[src/rtl/cmaint_pkg.sv]
package cmaint_pkg;
    typedef enum logic [2:0] {
        LS_M = 3'd0, LS_E = 3'd1, LS_R = 3'd2, LS_S = 3'd3, LS_I = 3'd4
    } line_st_t;

    typedef enum logic [3:0] {
        IN_TOUCH = 4'd0, IN_TOUCHST = 4'd1, IN_ZERO = 4'd2, IN_ALLOC = 4'd3,
        IN_CLEAN = 4'd4, IN_FLUSH = 4'd5, IN_INVAL = 4'd6, IN_IINVAL = 4'd7,
        IN_TSYNC = 4'd8, IN_ORDER = 4'd9, IN_EXTRD = 4'd10, IN_EXTWR = 4'd11
    } instr_t;

    typedef enum logic [3:0] {
        BO_NONE = 4'd0, BO_READ = 4'd1, BO_RWITM = 4'd2, BO_RCLAIM = 4'd3,
        BO_KILL = 4'd4, BO_WWK = 4'd5, BO_CLEAN = 4'd6, BO_FLUSH = 4'd7,
        BO_ICBI = 4'd8, BO_TSYNC = 4'd9, BO_EIEIO = 4'd10, BO_EXTRD = 4'd11,
        BO_EXTWR = 4'd12
    } busop_t;

    typedef struct packed {
        busop_t   op;
        line_st_t nxt;
        logic     fill;
        logic     push;
        logic     data_acc;
    } dec_t;
endpackage

[src/rtl/cmaint_decode.sv]
module cmaint_decode
    import cmaint_pkg::*;
(
    input  instr_t   op,
    input  line_st_t cur,
    input  logic     ext_mode,
    output dec_t     dec
);
    logic valid_line;
    assign valid_line = (cur != LS_I);

    always_comb begin
        dec.op       = BO_NONE;
        dec.nxt      = cur;
        dec.fill     = 1'b0;
        dec.push     = 1'b0;
        dec.data_acc = 1'b0;
        case (op)
            IN_TOUCH: begin
                dec.data_acc = 1'b1;
                if (!valid_line) begin
                    dec.op   = BO_READ;
                    dec.fill = 1'b1;
                end
            end
            IN_TOUCHST: begin
                dec.data_acc = 1'b1;
                if (!valid_line) begin
                    if (ext_mode) dec.op = BO_RCLAIM;
                    else          dec.op = BO_RWITM;
                    dec.nxt = LS_E;
                end
            end
            IN_ZERO, IN_ALLOC: begin
                dec.data_acc = 1'b1;
                dec.nxt      = LS_M;
                if (cur != LS_M && cur != LS_E) dec.op = BO_KILL;
            end
            IN_CLEAN: begin
                if (cur == LS_M) begin
                    dec.op   = BO_WWK;
                    dec.push = 1'b1;
                    dec.nxt  = LS_E;
                end else begin
                    dec.op = BO_CLEAN;
                end
            end
            IN_FLUSH: begin
                dec.nxt = LS_I;
                if (cur == LS_M) begin
                    dec.op   = BO_WWK;
                    dec.push = 1'b1;
                end else begin
                    dec.op = BO_FLUSH;
                end
            end
            IN_INVAL: begin
                dec.op  = BO_KILL;
                dec.nxt = LS_I;
            end
            IN_IINVAL: begin
                dec.op  = BO_ICBI;
                dec.nxt = LS_I;
            end
            IN_TSYNC: dec.op = BO_TSYNC;
            IN_ORDER: dec.op = BO_EIEIO;
            IN_EXTRD: dec.op = BO_EXTRD;
            IN_EXTWR: dec.op = BO_EXTWR;
            default:  dec.op = BO_NONE;
        endcase
    end
endmodule

[src/rtl/cmaint_attr.sv]
module cmaint_attr
    import cmaint_pkg::*;
(
    input  instr_t op,
    input  logic   push,
    input  logic   data_acc,
    input  logic   page_w,
    input  logic   page_i,
    input  logic   dc_off,
    output logic   wt,
    output logic   ci
);
    always_comb begin
        if (push || op == IN_EXTRD) wt = 1'b1;
        else if (op == IN_EXTWR)    wt = 1'b0;
        else                        wt = ~page_w;

        if (op == IN_EXTRD || op == IN_EXTWR) ci = 1'b1;
        else if (data_acc && dc_off)          ci = 1'b1;
        else                                  ci = ~page_i;
    end
endmodule

[src/rtl/cmaint_lines.sv]
module cmaint_lines
    import cmaint_pkg::*;
#(
    parameter int LINES = 16,
    localparam int IDX_W = (LINES > 1) ? $clog2(LINES) : 1
) (
    input  logic             clk,
    input  logic             rst_n,
    input  logic             wr_en,
    input  logic [IDX_W-1:0] wr_idx,
    input  line_st_t         wr_st,
    input  logic [IDX_W-1:0] rd_a_idx,
    output line_st_t         rd_a_st,
    input  logic [IDX_W-1:0] rd_b_idx,
    output line_st_t         rd_b_st
);
    line_st_t st_q [LINES];

    for (genvar g = 0; g < LINES; g++) begin : g_line
        always_ff @(posedge clk or negedge rst_n) begin
            if (!rst_n)                                  st_q[g] <= LS_I;
            else if (wr_en && wr_idx == IDX_W'(g))       st_q[g] <= wr_st;
        end
    end

    assign rd_a_st = st_q[rd_a_idx];
    assign rd_b_st = st_q[rd_b_idx];

    p_state_code_r1: assert property (@(posedge clk) disable iff (!rst_n)
        wr_en |-> (wr_st <= LS_I));
endmodule

[src/rtl/cmaint_seq.sv]
module cmaint_seq
    import cmaint_pkg::*;
#(
    parameter int LINES = 16,
    localparam int IDX_W = (LINES > 1) ? $clog2(LINES) : 1
) (
    input  logic             clk,
    input  logic             rst_n,
    input  logic             in_valid,
    output logic             in_ready,
    input  logic [3:0]       in_op,
    input  logic [IDX_W-1:0] in_index,
    input  logic             page_w,
    input  logic             page_i,
    input  logic             dcache_off,
    input  logic             ext_bus_mode,
    output logic             bus_valid,
    input  logic             bus_ready,
    output logic [3:0]       bus_op,
    output logic [IDX_W-1:0] bus_index,
    output logic             bus_wt,
    output logic             bus_ci,
    input  logic [1:0]       bus_fill,
    input  logic [IDX_W-1:0] peek_index,
    output logic [2:0]       peek_state
);
    typedef enum logic {S_IDLE, S_WAIT} fsm_t;

    fsm_t             fsm_q, fsm_d;
    line_st_t         cur_st, peek_st, wr_st, fill_st;
    dec_t             dec;
    logic             wt_c, ci_c, accept, done, wr_en;
    logic [IDX_W-1:0] wr_idx;
    busop_t           pend_op;
    line_st_t         pend_nxt;
    logic             pend_fill;

    cmaint_lines #(.LINES(LINES)) u_lines (
        .clk(clk), .rst_n(rst_n), .wr_en(wr_en), .wr_idx(wr_idx), .wr_st(wr_st),
        .rd_a_idx(in_index), .rd_a_st(cur_st),
        .rd_b_idx(peek_index), .rd_b_st(peek_st)
    );

    cmaint_decode u_dec (
        .op(instr_t'(in_op)), .cur(cur_st), .ext_mode(ext_bus_mode), .dec(dec)
    );

    cmaint_attr u_attr (
        .op(instr_t'(in_op)), .push(dec.push), .data_acc(dec.data_acc),
        .page_w(page_w), .page_i(page_i), .dc_off(dcache_off),
        .wt(wt_c), .ci(ci_c)
    );

    // State register
    always_ff @(posedge clk or negedge rst_n) begin
        if (!rst_n) fsm_q <= S_IDLE;
        else        fsm_q <= fsm_d;
    end

    // Transitions: IDLE->WAIT on an accepted instruction that needs the bus,
    // WAIT->IDLE on the completing handshake.
    always_comb begin
        fsm_d = fsm_q;
        unique case (fsm_q)
            S_IDLE: if (accept && dec.op != BO_NONE) fsm_d = S_WAIT;
            S_WAIT: if (bus_ready)                   fsm_d = S_IDLE;
        endcase
    end

    // Captured request
    always_ff @(posedge clk or negedge rst_n) begin
        if (!rst_n) begin
            pend_op   <= BO_NONE;
            pend_nxt  <= LS_I;
            pend_fill <= 1'b0;
            bus_index <= '0;
            bus_wt    <= 1'b0;
            bus_ci    <= 1'b0;
        end else if (accept && dec.op != BO_NONE) begin
            pend_op   <= dec.op;
            pend_nxt  <= dec.nxt;
            pend_fill <= dec.fill;
            bus_index <= in_index;
            bus_wt    <= wt_c;
            bus_ci    <= ci_c;
        end
    end

    // Outputs and line write
    always_comb begin
        in_ready   = (fsm_q == S_IDLE);
        bus_valid  = (fsm_q == S_WAIT);
        bus_op     = bus_valid ? pend_op : BO_NONE;
        accept     = in_valid && in_ready;
        done       = bus_valid && bus_ready;
        peek_state = peek_st;
        unique case (bus_fill)
            2'd0:    fill_st = LS_E;
            2'd1:    fill_st = LS_S;
            default: fill_st = LS_R;
        endcase
        wr_en  = (accept && dec.op == BO_NONE) || done;
        wr_idx = done ? bus_index : in_index;
        if (done) wr_st = pend_fill ? fill_st : pend_nxt;
        else      wr_st = dec.nxt;
    end

    p_hold_req_r11: assert property (@(posedge clk) disable iff (!rst_n)
        (bus_valid && !bus_ready) |=> (bus_valid && $stable(bus_op) &&
        $stable(bus_index) && $stable(bus_wt) && $stable(bus_ci)));
    p_req_code_r11: assert property (@(posedge clk) disable iff (!rst_n)
        bus_valid |-> (bus_op != BO_NONE));
    p_busy_r12: assert property (@(posedge clk) disable iff (!rst_n)
        bus_valid |-> !in_ready);
    p_push_wt_r9: assert property (@(posedge clk) disable iff (!rst_n)
        (bus_valid && bus_op == BO_WWK) |-> bus_wt);
    p_ext_ci_r10: assert property (@(posedge clk) disable iff (!rst_n)
        (bus_valid && (bus_op == BO_EXTRD || bus_op == BO_EXTWR)) |-> bus_ci);
endmodule

[config.mk]
export PLATFORM = sky130hd
export DESIGN_NAME = cmaint_seq
export DESIGN_NICKNAME = d
export VERILOG_FILES = /design/src/rtl/cmaint_pkg.sv /design/src/rtl/cmaint_decode.sv /design/src/rtl/cmaint_attr.sv /design/src/rtl/cmaint_lines.sv /design/src/rtl/cmaint_seq.sv
export SDC_FILE = /design/constraint.sdc
export NUM_CORES = 1
export LEC_CHECK = 0
export CORE_MARGIN = 2
export CORE_UTILIZATION = 35
export DETAILED_ROUTE_END_ITERATION = 16
export HOLD_SLACK_MARGIN = 0.12
export PLACE_DENSITY_LB_ADDON = 0.3
export SETUP_SLACK_MARGIN = 0.5
export SLEW_MARGIN = 20
export SYNTH_ARGS = -nofsm -noshare
export SYNTH_HDL_FRONTEND = slang
export SYNTH_SLANG_ARGS = --single-unit
[constraint.sdc]
create_clock -name clk -period 6.95 [get_ports clk]
set_clock_uncertainty 0.05 [all_clocks]
set_input_delay 1.39 -clock clk [delete_from_list [all_inputs] [get_ports clk]]
set_output_delay 1.39 -clock clk [all_outputs]
set_load 0.005 [all_outputs]
After elaboration in Yosys (flattened, before gate mapping)
Index checks and enable logic that the tools add are counted.
{"block": "classes", "addsub": 0, "mul": 0, "div_mod_pow": 0, "magnitude_cmp": 2, "n_eq_ne": 29, "n_shift": 0, "n_mux": 32, "bitwise_logic": 5, "n_reduce_logical": 36}
{"operator": "$eq 4x4->1 const B", "n": 12}
{"operator": "$pmux 4 s11", "n": 1}
{"operator": "$eq 4x3->1 const B", "n": 8}
{"operator": "$bmux 3 s4", "n": 2}
{"operator": "$mux 3", "n": 8}
{"operator": "$logic_and 1x1->1", "n": 22}
{"operator": "$eq 4x2->1 const B", "n": 4}
{"operator": "$mux 1", "n": 13}
{"operator": "$logic_not 4->1", "n": 3}
{"operator": "$pmux 3 s4", "n": 1}
{"operator": "$ge 5x5->1 const B", "n": 2}
{"operator": "$not 4->5", "n": 2}
{"operator": "$eq 4x1->1 const B", "n": 2}
{"operator": "$mux 4", "n": 2}
{"operator": "$mux 5", "n": 1}
{"operator": "$mux 2", "n": 2}
{"operator": "$pmux 2 s2", "n": 1}
{"operator": "$reduce_bool 4->1", "n": 1}
{"operator": "$reduce_or 2->1", "n": 2}
{"operator": "$reduce_or 4->1", "n": 1}
{"operator": "$logic_not 3->1", "n": 1}
{"operator": "$logic_or 1x1->1", "n": 3}
{"operator": "$ne 3x1->1 const B", "n": 1}
{"operator": "$ne 3x3->1 const B", "n": 1}
{"operator": "other kinds (6)", "n": 8}
{"block": "totals", "regBits": 63, "latch_bits": 0, "mem_bits_rw": 0, "rom_bits": 0, "in_bits": 22, "out_inout_bits": 15, "wordCells": 127, "mem_count": 0}

Depth between registers and ports, before layout
{"block": "depth", "depth_word": 12, "depth_mapped": 10, "mapped_depth_nobuf": 7}

By module
A second synthesis with hierarchy kept.
{"block": "hier_totals", "cells_unflattened": 288, "hier_area_um2": 3799.9}
{"mod": "cmaint_lines", "n_inst": 1, "cells_per_inst": 181, "area_per_inst_um2": 2702.6, "seq_area_each_um2": 1221.2}
{"mod": "cmaint_seq", "n_inst": 1, "cells_per_inst": 58, "area_per_inst_um2": 783.3, "seq_area_each_um2": 376.6}
{"mod": "cmaint_decode", "n_inst": 1, "cells_per_inst": 43, "area_per_inst_um2": 262.8, "seq_area_each_um2": 0.0}
{"mod": "cmaint_attr", "n_inst": 1, "cells_per_inst": 6, "area_per_inst_um2": 51.3, "seq_area_each_um2": 0.0}

Worst setup path before layout
No wires, ideal clock.
{"block": "synth_path", "path_kind": "input port to output port", "from": "in peek_index[0]", "to": "out peek_state[1]", "arrival_ns": 2.939, "t_required_ns": 5.510, "setup_slack_ns": 2.571, "stages": 3, "n_path_buf": 1, "path_cell_list": "buf_1 mux4_2 mux4_2"}
{"block": "synth_via", "elab_chain_len": 4}
{"item": "start, declared", "line": "cmaint_seq.sv:24", "source": "input logic [IDX_W-1:0] peek_index,"}
{"item": "$not 4->5 (not written as such)", "line": "cmaint_lines.sv:27", "source": "assign rd_b_st = st_q[rd_b_idx];"}
{"item": "$bmux 3 s4", "line": "cmaint_lines.sv:27"}
{"item": "$mux 3 (not written as such) (2 in series)", "line": "cmaint_lines.sv:27"}
{"item": "end, declared", "line": "cmaint_seq.sv:25", "source": "output logic [2:0] peek_state"}
Every way passes these cells. The select of a mux whose other input is x is not followed.

Final worst setup path
{"block": "layout_path", "from": "in peek_index[0]", "to": "out peek_state[2]"}
The elaborated chain is that of the path after synthesis.

==> results.cfg <==
[synth]
ys_seq_area_frac = 0.4025
yosysTopAreaCell = dfrtp_1
avgSynthCellArea_um2 = 12.37
syn_nets = 343
synth_top_area_share = 0.2899
syn-cell-area_um2 = 3970
synthTopCellsByArea = dfrtp_1, mux2_2, mux4_2
ys.flop_type = dfrtp_1
async_flop_share = 1.000
synthCells = 321
synth_warnings = 0
synth_cell_types = 47
synth_edf_count = 0
synth_seq_cells = 63

[routing]
vias = 2908
wl_per_cell_um = 20.51
totalWireLength_mm = 10.21
wl_met2_mm = 4.602
wl_met1_mm = 4.441
drt_pass1_iterations = 7
top_layer = met4
antenna_left = 0
drt_iter0_markers = 166
wl_met3_um = 858
drt-vias-per-instance = 5.839
drc = 0

[worst_setup_path]
critPathRequiredTime_ns = 5.51
cp_cell_sequence = clkdlybuf4s50_1 > mux4_2 > mux4_2 > clkdlybuf4s50_1
cp_top_family = buffers and inverters
end_kind = primary output
critPathLaunchType = primary input
r2r_end = bus_ci$_DFFE_PN0P_
slowest_delay_ns = 1.01
r2r_setup_slack_ns = 3.36
crit_path_end = peek_state[2]
crit_type = in -> out
crit_fanout = 12
crit_start = peek_index[0]
arrival_ns = 3.99
cp_slowest_cell = clkdlybuf4s50_1
cp.depth = 4
reg2reg_from = u_lines.st_q[30]$_DFFE_PN0P_
cp_num_buf_inv = 2
reg2reg_depth = 7

[cts]
ctsResizeCount = 0
clock_latency_ns = 0.33
numCtsBuffers = 9
cts_buffer_depth = 2
clk_pin_slew_worst_paths_ns = 0.05
cts_setup_buffers = 0
root_buffer = clkbuf_16
cts_hold_buf = 0
clock-sinks = 63
cts_tree = built
h-tree-depth = 3

[min_path]
holdCritPathClass = reg -> reg

[power]
vdd_drop_max_mv = 0.1657
leakagePower_nw = 1.862
cellPowerDensity_nw_per_um2 = 324.1

[floorplan]
die_y_um = 110.5
rows = 38
ioPinCount = 37
start_util = 0.3630
core-area_um2 = 10940
die_w_um = 110.5
dieArea_um2 = 12210

[place]
hpwlAfterDp_mm = 7.228
place_area_um2 = 4431
gp_congestion = 0.8540
io_buffers = 36

[sta]
min_period_ns = 5.434
layout_worst_path_cycle_share = 0.7818
fmax_ghz = 0.1840
drv_slew = 0
rsz0062_at_grt = no
maxSlewHeadroom = 0.2247
tightest_slew_ns = 1.155
setup_viol_count_final = 0
setup_tns_ns = 0
hold_viol = 0

[grt]
grt_pass1_vias = 2753
overflow = 0
grt_pass1_wl_mm = 16.10
grt_use_total = 0.1701
antenna_found_initial = 0
grt_max_degree = 64

[final_layout]
final_cell_mix = mux2_2, dfrtp_1, clkdlybuf4s50_1
nets = 375
area_growth_syn_to_layout_pct = 18.56
stdcell_area_um2 = 4707
antenna_cells = 0
final_common_cell = mux2_2
layout-drive-gt1-share = 0.3743
num-fill-cells = 1066

[outcome]
status = finished, final reports clean

[job]
maxCapViolCount = 0
## logic make-up after synthesis
logic type             share of synthesized area
AO/OA/AOI/OAI                             0.1160
AND/OR/NAND/NOR                          0.09675
flip-flops                                0.4025
buffers and inverters                    0.02899
XOR/XNOR                                0.004413
multiplexers                              0.3514
## area by class of cell
cell class,instances,area (um^2),area share
inverters,6,22.52,0.004785
clock buffers,11,242.7,0.05157
repair buffers,39,377.9,0.08028
well taps,140,175.2,0.03721
clock inverters,5,33.78,0.007177
multi-input cells,234,2257,0.4795
flip-flops and latches,63,1598,0.3394
## worst min path at each step
stage | endpoint | depth (start not counted) | from
after floorplan | pend_op[1]$_DFFE_PN0P_ | 1 | pend_op[1]$_DFFE_PN0P_
after global placement | pend_nxt[2]$_DFFE_PN1P_ | 2 | pend_nxt[2]$_DFFE_PN1P_
after detailed placement | pend_nxt[2]$_DFFE_PN1P_ | 2 | pend_nxt[2]$_DFFE_PN1P_
after CTS | pend_nxt[2]$_DFFE_PN1P_ | 2 | pend_nxt[2]$_DFFE_PN1P_
after global routing | pend_nxt[2]$_DFFE_PN1P_ | 2 | pend_nxt[2]$_DFFE_PN1P_
final | pend_nxt[2]$_DFFE_PN1P_ | 2 | pend_nxt[2]$_DFFE_PN1P_
## flip-flops by register name, indices dropped and copies added (netlist names)
| signal | flops |
|---|---|
| bus_ci | 1 |
| bus_index | 4 |
| bus_valid | 1 |
| bus_wt | 1 |
| pend_fill | 1 |
| pend_nxt | 3 |
| pend_op | 4 |
| u_lines.st_q | 48 |
## power by group
part / leakage (nW) / internal, mW / switching (mW)
registers: 0.782 / 0.507 / 0.0929
logic: 0.949 / 0.283 / 0.223
clock network: 0.132 / 0.250 / 0.169
## cells in the mapped netlist, types with 2 or more instances
library cell and instances:
o31ai_1 2, nor2b_1 2, nand2_1 34, o31ai_2 3, mux4_2 27, a211oi_1 2
buf_6 2, or3_1 3, and3_1 3, nor3_1 3, clkbuf_1 8, a21oi_1 4
buf_1 2, mux2_2 58, o32ai_1 8, buf_2 4, o21ai_0 13, nor2_1 17
o32ai_2 5, mux2i_1 10, dfstp_2 17, o21a_1 4, a31oi_1 3, o21ai_2 2
and2_1 4, mux2_1 3, inv_1 6, nand3_1 4, dfrtp_1 46, nand2b_1 5
## metal layers
metal  vias up  GRT usage
li1       1306          -
met4         0    0.05917
met3        20    0.04720
met5         -          0
met2       143     0.2491
met1      1439     0.2423
## metrics by stage
step / cells / hold slack [ns] / power, mW / setup WS, ns / utilization
after detailed placement: 482 / 0.4227 / 1.109 / 1.241 / 0.4051
final: 498 / 0.4258 / 1.525 / 1.516 / 0.4304
after CTS: 498 / 0.4317 / 1.536 / 1.471 / 0.4304
after global placement: 482 / 0.4247 / 1.101 / 1.232 / 0.4051
after floorplan: 321 / 0.3987 / 0.9216 / 2.571 / -
after global routing: 498 / 0.4488 / 1.612 / 1.280 / 0.4304
## worst reg2reg max path, delay by kind of cell, from the launching register on
| family | cells | cell delay, ns |
|---|---|---|
| mux | 3 | 1.19 |
| flops | 1 | 0.41 |
| compound gates | 4 | 1.81 |
No activity file was read; power rests on OpenSTA's default activity.
